$ cat config.mk
export PLATFORM = sky130hd
export DESIGN_NAME = corr_bpred
export DESIGN_NICKNAME = d
export VERILOG_FILES = /design/src/rtl/bpred_pkg.sv /design/src/rtl/bpred_hist.sv /design/src/rtl/bpred_ctr_next.sv /design/src/rtl/bpred_table.sv /design/src/rtl/corr_bpred.sv
export SDC_FILE = /design/constraint.sdc
export NUM_CORES = 1
export LEC_CHECK = 0
export CORE_ASPECT_RATIO = 0.5
export CORE_MARGIN = 5
export CORE_UTILIZATION = 35
export CTS_CLUSTER_SIZE = 28
export DETAILED_ROUTE_END_ITERATION = 16
export PLACE_DENSITY = 0.68
export SKIP_CTS_REPAIR_TIMING = 1
export SYNTH_ARGS = -nofsm -noshare
export SYNTH_HDL_FRONTEND = slang
export SYNTH_SLANG_ARGS = --single-unit
export TNS_END_PERCENT = 1
$ cat constraint.sdc
create_clock -name clk -period 1.7 [get_ports clk]
set_input_delay 0.17 -clock clk [delete_from_list [all_inputs] [get_ports clk]]
set_output_delay 0.17 -clock clk [all_outputs]
set_load 0.01 [all_outputs]
$ cat src/rtl/bpred_pkg.sv
package bpred_pkg;
  typedef enum logic {
    DIR_NOT_TAKEN = 1'b0,
    DIR_TAKEN     = 1'b1
  } br_dir_e;
endpackage

$ cat src/rtl/bpred_hist.sv
module bpred_hist #(
  parameter int HIST_W = 2
) (
  input  logic              clk,
  input  logic              rst,
  input  logic              shift_en,
  input  logic              shift_bit,
  output logic [HIST_W-1:0] hist
);
  logic [HIST_W-1:0] hist_q;
  logic [HIST_W:0]   widened;

  assign widened = {hist_q, shift_bit};

  always_ff @(posedge clk) begin
    if (rst)           hist_q <= '0;
    else if (shift_en) hist_q <= widened[HIST_W-1:0];
  end

  assign hist = hist_q;

  AST_HIST_NEWEST: assert property (@(posedge clk) disable iff (rst)
    shift_en |=> hist_q[0] == $past(shift_bit));
  AST_HIST_HOLD: assert property (@(posedge clk) disable iff (rst)
    (!shift_en && !$past(rst)) |=> $stable(hist_q));
endmodule

$ cat src/rtl/bpred_ctr_next.sv
module bpred_ctr_next #(
  parameter int CTR_W = 2
) (
  input  logic [CTR_W-1:0] cur,
  input  logic             taken,
  output logic [CTR_W-1:0] nxt
);
  localparam logic [CTR_W-1:0] TOP  = '1;
  localparam logic [CTR_W-1:0] ZERO = '0;
  localparam logic [CTR_W-1:0] ONE  = CTR_W'(1);

  always_comb begin
    if (taken) nxt = (cur == TOP)  ? cur : cur + ONE;
    else       nxt = (cur == ZERO) ? cur : cur - ONE;
  end

  always_comb begin
    AST_NO_OVERFLOW: assert (!taken || nxt >= cur);
    AST_NO_UNDERFLOW: assert (taken || nxt <= cur);
  end
endmodule

$ cat src/rtl/bpred_table.sv
module bpred_table #(
  parameter int ADDR_W = 4,
  parameter int CTR_W  = 2
) (
  input  logic              clk,
  input  logic              rst,
  input  logic              rd_en,
  input  logic [ADDR_W-1:0] rd_addr,
  output logic [CTR_W-1:0]  rd_q,
  input  logic              wr_en,
  input  logic [ADDR_W-1:0] wr_addr,
  output logic [CTR_W-1:0]  wr_cur,
  input  logic [CTR_W-1:0]  wr_data
);
  localparam int DEPTH = 1 << ADDR_W;

  logic [CTR_W-1:0] mem [DEPTH];

  always_ff @(posedge clk) begin
    if (rst) begin
      for (int k = 0; k < DEPTH; k++) mem[k] <= '0;
    end else if (wr_en) begin
      mem[wr_addr] <= wr_data;
    end
  end

  always_ff @(posedge clk) begin
    if (rst)        rd_q <= '0;
    else if (rd_en) rd_q <= mem[rd_addr];
  end

  assign wr_cur = mem[wr_addr];
endmodule

$ cat src/rtl/corr_bpred.sv
module corr_bpred #(
  parameter int PC_W   = 32,
  parameter int ALIGN  = 2,
  parameter int IDX_W  = 2,
  parameter int HIST_W = 2,
  parameter int CTR_W  = 2
) (
  input  logic              clk,
  input  logic              rst,
  input  logic              lk_valid,
  input  logic [PC_W-1:0]   lk_pc,
  output logic              pred_valid,
  output logic              pred_taken,
  output logic [HIST_W-1:0] pred_hist,
  input  logic              upd_valid,
  input  logic [PC_W-1:0]   upd_pc,
  input  logic [HIST_W-1:0] upd_hist,
  input  logic              upd_taken
);
  import bpred_pkg::*;

  localparam int ADDR_W = IDX_W + HIST_W;

  logic [HIST_W-1:0] ghist;
  logic [ADDR_W-1:0] rd_addr, wr_addr;
  logic [CTR_W-1:0]  rd_q, wr_cur, wr_nxt;
  logic              pred_valid_q;
  logic [HIST_W-1:0] pred_hist_q;
  br_dir_e           outcome;
  logic              unused_pc_bits;

  assign unused_pc_bits = ^{lk_pc, upd_pc};
  assign outcome = upd_taken ? DIR_TAKEN : DIR_NOT_TAKEN;
  assign rd_addr = {lk_pc[ALIGN +: IDX_W], ghist};
  assign wr_addr = {upd_pc[ALIGN +: IDX_W], upd_hist};

  bpred_hist #(.HIST_W(HIST_W)) u_hist (
    .clk(clk), .rst(rst), .shift_en(upd_valid),
    .shift_bit(outcome == DIR_TAKEN), .hist(ghist)
  );

  bpred_ctr_next #(.CTR_W(CTR_W)) u_next (
    .cur(wr_cur), .taken(outcome == DIR_TAKEN), .nxt(wr_nxt)
  );

  bpred_table #(.ADDR_W(ADDR_W), .CTR_W(CTR_W)) u_table (
    .clk(clk), .rst(rst),
    .rd_en(lk_valid), .rd_addr(rd_addr), .rd_q(rd_q),
    .wr_en(upd_valid), .wr_addr(wr_addr), .wr_cur(wr_cur), .wr_data(wr_nxt)
  );

  always_ff @(posedge clk) begin
    if (rst) begin
      pred_valid_q <= 1'b0;
      pred_hist_q  <= '0;
    end else begin
      pred_valid_q <= lk_valid;
      if (lk_valid) pred_hist_q <= ghist;
    end
  end

  assign pred_valid = pred_valid_q;
  assign pred_hist  = pred_hist_q;
  assign pred_taken = rd_q[CTR_W-1];

  AST_PRED_FOLLOWS: assert property (@(posedge clk) disable iff (rst)
    lk_valid |=> pred_valid);
  AST_PRED_IDLE: assert property (@(posedge clk) disable iff (rst)
    !lk_valid |=> !pred_valid);
  AST_PRED_HIST: assert property (@(posedge clk) disable iff (rst)
    lk_valid |=> pred_hist == $past(ghist));
endmodule

==> metrics.md, run 1 <==
| Metric | Value |
|---|---|
| Ys async rst share | 0 |
| Post-synth cell types | 25 |
| Clock Skew | between 0.003 and 0.004 ns |
| Hold_sp | upd_valid |
| Row cnt | 19 |
| Comb pwr share | 0.156 |
| Worst setup SP type | flip-flop |
| I/O Buffers | 14 |
| DIE WIDTH | around 120 um |
| Antenna viol nets, final | 0 |
| WL/cell | between 15 and 20 um |
| Max IR drop VDD | ~600 uV |
| Ys Warns | 0 |
| Crit Reg-Reg Endpoint | u_table.mem[11][1]$_SDFFCE_PN0P_ |
| Number of synthesized flops with an enable pin | 32 |
| Grt ovf | 0 |
| Minimum clock period | approximately 1.9 ns |
| Post-Route WL | roughly 4.5 mm |
| Ys flop type | edfxtp_1 |
| Via count | about 1400 |
| P_sw | 0.526 mW |
| Sequential share of the synthesized area | 0.535 |
| Area Growth Syn to Fin | 33.3% |
| Setup WS post-layout | -0.229 ns |
| Worst Hold Class | input pin to flip-flop |
| Required @ worst endpoint | 1.74 ns |
| LEAKAGE | just over 1 nW |
| CTS tree | built |
| Status | finished with violations |
| Flop and latch count out of synthesis | 38 |
| Syn avg cell area | 12.6 um2 |
| Core Util, Final | 0.486 |
| PD cells | around 860 nW/um2 |
| Design Area, Final | between 2000 and 3000 um2 |
| Max-slew violations | 0 |
| Die height | ~64 um |
| Vias/cell | just over 5 |
| Vias in the first global route | 1464 |
| TritonCTS buffer count | 5 |
| Layout cell share with drive strength beyond 1 | 0.374 |
| CP arrival | 1.97 ns |
| Post-place setup slack | -0.747 ns |
| Cell Int Power | approximately 1.8 mW |
| Top Ports | 75 |
| Mapped Cells | around 160 |
| Post-Place Cells | approximately 270 |
| Sw Share | 0.228 |
| R2r startpoint | u_table.mem[1][1]$_SDFFCE_PN0P_ |
| Pin count of the biggest net entering global routing | 23 |
| DR iter-0 viols | roughly 180 |
| Slew HR | 0.783 |
| Most frequent cell after synthesis | edfxtp_1 |
| RePlAce Congestion | about 0.84 |
| Synthesized area | about 2000 um2 |
| Crit Path Category | flip-flop to flip-flop |
| Antenna violations before repair | 0 |
| Clock Power Share | 0.381 |
| Hold Vio Cnt, Final | 0 |
| Dpl hpwl | ~3.3 mm |
| H-Tree Depth | 2 |
| Drt pass-1 iters | 4 |
| RSZ-0062 raised after global routing | yes |
| Total power | ~2.3 mW |
| Placed cell area | roughly 2500 um2 |
| Number of remaining DRC errors | 0 |
| Max_cap viols | 0 |
| Top cell types by occurrence after synthesis | edfxtp_1 (32), nor2_1 (30), nand2_1 (17), nand2b_1 (16), nor2_2 (9) |
| First-pass GRT wire length | roughly 7.3 mm |
| Global-route usage over all layers | 0.127 |
| Worst Hold Path EP | u_hist.hist[0]$_SDFFE_PP0P_ |
| Initial Utilization | 0.365 |
| Clk_lat worst skew | 0.28 ns |
| Die outline area | between 7000 and 8000 um2 |
| Hold Path Depth | 3 |
| Root Buffer | clkbuf_16 |
| NumNets Final | 281 |
| Core Area | about 5500 um2 |
| Clk buf depth | 2 |
| WHS | 0.245 ns |
| Setup TNS | -6.80 ns |
| Yosys top cell by area | edfxtp_1 |
| Final Setup Violations | 33 |
| Post-Syn Nets | around 230 |
| Cell Count, Final, Fillers Out | 284 |
| Clk sinks | 38 |
| Sequential power share | 0.463 |
| CP max FO | 16 |
| N_diodes | 0 |
| Post-synth top area share | 0.476 |
| Reg2Reg Setup Slack | -0.23 ns |
| Fmax achieved | between 0.5 and 0.6 GHz |
| Worst setup EP type | flip-flop |
| Clk slew on worst S/H paths | roughly 0.050 ns |
| Synth area leaders | edfxtp_1 (48%), mux4_1 (9.1%), mux4_2 (6.7%), dfxtp_1 (5.9%), nor2_1 (5.6%) |
| Reg2reg path depth | 6 |
| Slew @ Worst Pin | 0.325 ns |
| Period utilisation layout | 1.13 |
| Failing checks | setup timing |
kinds of logic (layout without fill, tap and decap cells):
logic type / Yosys count / in the layout / share of synthesized area
muxes: 18 / 18 / 0.183
and+or+nand+nor: 91 / 91 / 0.228
adders and majority gates: 2 / 2 / 0.0124
AOI/OAI and AO/OA: 1 / 1 / 0.00372
DFF: 38 / 38 / 0.535
buffers and inverters: 11 / 61 / 0.0378
placed cells by master, fill, tap and decap left out, types with 2 or more instances in the layout:
| master | count |
|---|---|
| edfxtp_1 | 32 |
| buf_4 | 31 |
| nor2_1 | 27 |
| nand2_1 | 16 |
| nand2b_1 | 16 |
| mux4_2 | 13 |
| nor2_2 | 12 |
| clkdlybuf4s50_1 | 12 |
| clkbuf_16 | 6 |
| nor2b_1 | 5 |
| nand3_1 | 5 |
| mux2i_1 | 5 |
| buf_12 | 5 |
| dfxtp_1 | 5 |
| dlymetal6s2s_1 | 2 |
critical path: stages, from the launching register on:
cell      delay, ns
edfxtp_1       0.42
mux4_2         0.49
a22oi_2        0.17
and3_4         0.20
maj3_2         0.21
buf_12         0.15
nor2_1         0.05
power groups by stage:
stage / logic, mW / clock network [mW] / registers, mW
floorplan: 0.193 / 0 / 1.08
global placement: 0.335 / 0 / 1.08
finish: 0.360 / 0.879 / 1.07
detailed placement: 0.340 / 0 / 1.08
global route: 0.385 / 0.941 / 1.07
CTS: 0.341 / 0.891 / 1.07
worst max-delay path by stage:
stage	to	cells after the start	slack (ns)	start
2_1_floorplan	u_table.mem[11][1]$_SDFFCE_PN0P_	6	-0.15	u_table.mem[3][1]$_SDFFCE_PN0P_
3_3_place_gp	u_table.mem[15][1]$_SDFFCE_PN0P_	8	-0.70	upd_hist[0]
3_5_place_dp	u_table.mem[15][0]$_SDFFCE_PN0P_	8	-0.75	upd_hist[0]
4_1_cts	u_table.mem[12][0]$_SDFFCE_PN0P_	8	-0.44	upd_hist[0]
5_1_grt	u_table.mem[15][1]$_SDFFCE_PN0P_	6	-0.26	u_table.mem[3][1]$_SDFFCE_PN0P_
6_report	u_table.mem[11][1]$_SDFFCE_PN0P_	6	-0.23	u_table.mem[1][1]$_SDFFCE_PN0P_
per-layer routing:
layer  track usage  routed length, um  up-vias
li1              -                  -      669
met1         0.156               1960      707
met2         0.208               2170       49
met3        0.0458                267        8
met4        0.0472                 99        0
met5             0                  0        -
final cells by class:
| type | instances | area, um2 |
|---|---|---|
| clock buffer | 6 | 129 |
| fill | 472 | 2850 |
| clock inverter | 2 | 8.76 |
| multi-input combinational | 112 | 865 |
| tap | 73 | 91.3 |
| inverter | 1 | 3.75 |
| timing repair buffer | 52 | 514 |
| sequential | 38 | 1080 |
registers in the layout, indices dropped and copies added (netlist names):
register      cells
u_table.mem      32
pred_hist         2
u_hist.hist       2
pred_valid        1
u_table.rd_q      1
No activity file was read; power rests on OpenSTA's default activity.
==> run 2: changes to the inputs <==
Settings changed: TNS_END_PERCENT 1 to default.
==> run 2 against run 1 <==
The run still ends with setup timing left. Highest routed layer unchanged. Via count down 1.9%. Sequential power about the same. Setup slack worse by 0.0073 ns. Largest cell class unchanged. Routed wire length down 0.56%. Sequential cell count unchanged. Critical path depth unchanged. Non-clock buffer count up 1.
==> metrics.md, run 2 (synthesized netlist as in run 1, its figures left out) <==
| Metric | Value |
|---|---|
| WL/cell | 15.7 um |
| Row cnt | 19 |
| Fmax achieved | approximately 0.52 GHz |
| Vias/cell | a little under 5 |
| Cell Count, Final, Fillers Out | 285 |
| N_diodes | 0 |
| Clk buf depth | 2 |
| Core Area | approximately 5500 um2 |
| Multi-input logic area | between 900 and 1000 um2 |
| DR iter-0 viols | 79 |
| Worst Hold Class | flip-flop to flip-flop |
| Initial Utilization | 0.365 |
| PD cells | ~830 nW/um2 |
| Number of remaining DRC errors | 0 |
| Crit Path Category | flip-flop to flip-flop |
| LEAKAGE | a little over 1 nW |
| Status | finished with violations |
| Worst Path Buf+Inv | 1 |
| CP max stage delay | about 0.52 ns |
| FF+latch area | 1080 um2 |
| Clk_lat worst skew | 0.27 ns |
| Slew @ Worst Pin | approximately 0.34 ns |
| Top Ports | 75 |
| Global-route usage over all layers | 0.123 |
| Setup WS post-layout | -0.236 ns |
| Die height | around 64 um |
| Hold Vio Cnt, Final | 0 |
| Design Area, Final | between 2000 and 3000 um2 |
| CP arrival | 1.96 ns |
| Post-place setup slack | -0.734 ns |
| Layout cell share with drive strength beyond 1 | 0.373 |
| CTS tree | built |
| Worst setup SP type | flip-flop |
| Max_cap viols | 0 |
| Clk sinks | 38 |
| Placed cell area | approximately 2500 um2 |
| Grt ovf | 0 |
| Max IR drop VDD | around 540 uV |
| Final Setup Violations | 33 |
| Failing checks | setup timing |
| Dpl hpwl | 3.21 mm |
| Antenna viol nets, final | 0 |
| Slew HR | 0.775 |
| Core Util, Final | 0.503 |
| Post-Place Cells | roughly 270 |
| Commonest cells after routing, fill and taps aside | edfxtp_1 (32), buf_4 (30), nor2_1 (26) |
| NumNets Final | roughly 280 |
| Root Buffer | clkbuf_16 |
| Fillcell total | roughly 470 |
| Max reg flops | 32 |
| Drt pass-1 iters | 4 |
| RePlAce Congestion | 0.807 |
| Reg2reg path depth | 6 |
| Antenna violations before repair | 0 |
| Worst setup EP type | flip-flop |
| Period utilisation layout | 1.14 |
| Clk slew on worst S/H paths | approximately 0.050 ns |
| Required @ worst endpoint | about 1.7 ns |
| Max-slew violations | 0 |
| Worst path slowest cell | mux4_2 |
| Die outline area | around 7500 um2 |
| Hold_sp | pred_hist[1]$_SDFFE_PP0P_ |
| R2r startpoint | u_table.mem[3][1]$_SDFFCE_PN0P_ |
| Cell family with most CP delay | multiplexers |
| RSZ-0062 raised after global routing | yes |
| Pin count of the biggest net entering global routing | 23 |
| Minimum clock period | roughly 1.9 ns |
| H-Tree Depth | 2 |
| Crit path launch | u_table.mem[3][1]$_SDFFCE_PN0P_ |
| I/O Buffers | 14 |
| CP max FO | 16 |
| Total power | between 2 and 2.5 mW |
| Clock Skew | around 0.0041 ns |
| Levels on crit path | 6 |
| Area Growth Syn to Fin | 37.8% |
| Post-Route WL | ~4.5 mm |
| DIE WIDTH | between 100 and 150 um |
| Vias in the first global route | between 1500 and 2000 |
| First-pass GRT wire length | 7.19 mm |
| Critical-path cell list | mux4_2 -> a22oi_2 -> and3_4 -> maj3_2 -> buf_12 -> nor2_1 |
| Most flops, register | u_table.mem |
| TritonCTS buffer count | 5 |
| Hold Path Depth | 2 |
| Via count | roughly 1400 |
| Most common cell after layout, fill and taps aside | edfxtp_1 |
run 2: cell types whose count changed in the layout (fill, tap and decap cells not counted), moves of 2 or more:
cell	change
mux4_1	+2
buf_12	+2
nor2_2	-9
nor2_4	+10
mux4_2	-2
run 2: area by class of cell:
| class | instances | share of cell area |
|---|---|---|
| Inverter | 1 | 0.00135 |
| Timing Repair Buffer | 53 | 0.196 |
| Clock inverter | 2 | 0.00315 |
| Multi-Input combinational cell | 112 | 0.332 |
| Clock buffer | 6 | 0.0463 |
| Tap cell | 73 | 0.0328 |
| Sequential cell | 38 | 0.389 |
run 2: tightest hold or removal path: cells and delay by family, from the launching register on:
family | cells | cell delay [ns]
and+or+nand+nor | 1 | 0.07
DFF | 1 | 0.33
muxes | 1 | 0.07
run 2: routing by layer:
layer	up-vias	wire (um)	track usage
li1	674	-	-
met1	677	1920	0.154
met2	51	2120	0.196
met3	4	373	0.0449
met4	0	64	0.0486
met5	-	0	0
run 2: stage by stage:
step | TNS (ns) | hold WS (ns)
floorplan | -2.76 | 0.242
global placement | -24.52 | 0.473
detailed placement | -24.49 | 0.487
CTS | -14.16 | 0.507
global route | -8.85 | 0.529
finish | -7.10 | 0.505
run 2: final timing paths:
path                                     endpoint  slack [ns]
setup / recovery  u_table.mem[1][1]$_SDFFCE_PN0P_       -0.24
hold reg to reg         pred_hist[1]$_SDFFE_PP0P_        0.51
hold / removal          pred_hist[1]$_SDFFE_PP0P_        0.51
setup reg to reg  u_table.mem[1][1]$_SDFFCE_PN0P_       -0.24
run 2: where the power goes:
group	total, mW	internal, mW	switching [mW]
Clock	0.863	0.535	0.327
Sequential	1.07	1.05	0.0186
Combinational	0.391	0.210	0.181
==> run 3: changes to the inputs <==
Settings changed: HOLD_SLACK_MARGIN from default to 0.03, PLACE_DENSITY 0.68 to 0.66.
Clock period 1.7 ns to 2.2 ns, I/O delays scaled along.
==> run 3 against run 2 <==
The run now ends clean. Via count decreased by 5.2%. Clock power decreased by 22%. Routed wire length decreased by 3.0%. Die area unchanged. Critical path depth unchanged. Sequential cell count unchanged. Largest cell class unchanged.
==> metrics.md, run 3 (synthesized netlist as in run 1, its figures left out) <==
| Metric | Value |
|---|---|
| Worst Path Buf+Inv | 1 |
| H-Tree Depth | 2 |
| Initial Utilization | 0.365 |
| Clk buf depth | 2 |
| PD cells | 709 nW/um2 |
| N_diodes | 0 |
| Drt pass-1 iters | 4 |
| Worst path slowest cell | mux4_1 |
| Dpl hpwl | roughly 3.2 mm |
| Crit Path Category | flip-flop to flip-flop |
| Die height | ~64 um |
| Post-Place Cells | 251 |
| Clk_lat worst skew | ~0.28 ns |
| Die outline area | ~7500 um2 |
| Minimum clock period | 2.05 ns |
| Cell Int Power | 1.34 mW |
| Hold Vio Cnt, Final | 0 |
| P_sw | 0.390 mW |
| DIE WIDTH | around 120 um |
| Worst Hold Class | flip-flop to flip-flop |
| Sw Share | 0.225 |
| Fmax achieved | about 0.49 GHz |
| Clk slew on worst S/H paths | 0.05 ns |
| Max IR drop VDD | ~350 uV |
| Clk sinks | 38 |
| NumNets Final | between 200 and 300 |
| Clock Skew | approximately 0.0018 ns |
| Top Ports | 75 |
| Max-slew violations | 0 |
| Design Area, Final | around 2400 um2 |
| RSZ-0062 raised after global routing | no |
| Pin count of the biggest net entering global routing | 23 |
| Max_cap viols | 0 |
| Core Area | 5540 um2 |
| Status | complete, no violations |
| Vias/cell | between 5 and 6 |
| LEAKAGE | roughly 0.9 nW |
| Critical-path cell list | mux4_1 -> a22oi_1 -> and3_1 -> maj3_2 -> buf_4 -> nor2_1 |
| Via count | roughly 1300 |
| I/O Buffers | 14 |
| Cell family with most CP delay | multiplexers |
| Clock Power Share | 0.388 |
| Global-route usage over all layers | 0.121 |
| Required @ worst endpoint | 2.23 ns |
| CP max stage delay | 0.58 ns |
| Worst setup EP type | flip-flop |
| Cell Count, Final, Fillers Out | 259 |
| Grt ovf | 0 |
| CP max FO | 9 |
| Comb pwr share | 0.136 |
| DR iter-0 viols | between 80 and 90 |
| Placed cell area | around 2300 um2 |
| Commonest cells after routing, fill and taps aside | edfxtp_1 (32), nor2_1 (30), nand2_1 (17) |
| CP arrival | 2.08 ns |
| Layout cell share with drive strength beyond 1 | 0.204 |
| Max reg flops | 32 |
| Most common cell after layout, fill and taps aside | edfxtp_1 |
| Most flops, register | u_table.mem |
| Post-Route WL | about 4.3 mm |
| Root Buffer | clkbuf_16 |
| WHS | 0.490 ns |
| Area Growth Syn to Fin | 21.1% |
| First-pass GRT wire length | 6.91 mm |
| Sequential power share | 0.476 |
| Total power | around 1.7 mW |
| RePlAce Congestion | 0.845 |
| Period utilisation layout | 0.931 |
| TritonCTS buffer count | 5 |
| Worst setup SP type | flip-flop |
| Vias in the first global route | roughly 1400 |
| Antenna violations before repair | 0 |
| Antenna viol nets, final | 0 |
| Slew @ Worst Pin | ~0.47 ns |
| Row cnt | 19 |
| Slew HR | 0.684 |
| WL/cell | between 15 and 20 um |
| Final Setup Violations | 0 |
| CTS tree | built |
| Number of remaining DRC errors | 0 |
-- run 3: cell types whose count changed in the layout (fill, tap and decap cells not counted), moves of 4 or more --
cell	before	now
nor2_1	26	30
buf_12	7	2
nor2_4	11	1
mux4_2	11	6
nor2_2	3	9
mux4_1	2	7
buf_4	30	10
-- run 3: path summary, 6_finish.rpt --
path | slack, ns | cells past startpoint | startpoint | endpoint
max | 0.15 | 6 | u_table.mem[1][1]$_SDFFCE_PN0P_ | u_table.mem[12][1]$_SDFFCE_PN0P_
min | 0.49 | 2 | u_table.rd_q[1]$_SDFFE_PP0P_ | u_table.rd_q[1]$_SDFFE_PP0P_
max reg2reg | 0.15 | 6 | u_table.mem[1][1]$_SDFFCE_PN0P_ | u_table.mem[12][1]$_SDFFCE_PN0P_
min reg2reg | 0.49 | 2 | u_table.rd_q[1]$_SDFFE_PP0P_ | u_table.rd_q[1]$_SDFFE_PP0P_
-- run 3: routing by layer --
layer / vias to the layer above / global-route usage / wire length [um]
met5: - / 0 / 0
met4: 0 / 0.0601 / 91
met3: 9 / 0.0335 / 216
met2: 34 / 0.208 / 2180
met1: 665 / 0.142 / 1860
li1: 625 / - / -
-- run 3: cell type report --
cell class | count | area [um2]
Fill cell | 507 | 3090
Sequential cell | 38 | 1080
Multi-Input combinational cell | 112 | 863
Timing Repair Buffer | 27 | 269
Clock buffer | 6 | 129
Tap cell | 73 | 91.3
Clock inverter | 2 | 8.76
Inverter | 1 | 3.75
-- run 3: stage by stage --
step	setup TNS, ns	worst slack [ns]	util
CTS	-2.51	-0.101	0.440
floorplan	0	0.289	-
global route	0	0.0665	0.442
detailed placement	-11.34	-0.375	0.416
finish	0	0.152	0.442
global placement	-9.17	-0.308	0.416
-- run 3: tightest hold or removal path, cell delays in order (launching register included) --
cell,delay (ns)
dfxtp_1,0.32
mux2i_1,0.06
nor2_1,0.07
-- run 3: power by group through the flow --
stage | clock, mW | combinational (mW) | sequential (mW)
after CTS | 0.682 | 0.237 | 0.826
after detailed placement | 0 | 0.233 | 0.840
after global placement | 0 | 0.229 | 0.840
after floorplan | 0 | 0.146 | 0.831
final | 0.672 | 0.236 | 0.826
after global routing | 0.713 | 0.251 | 0.829
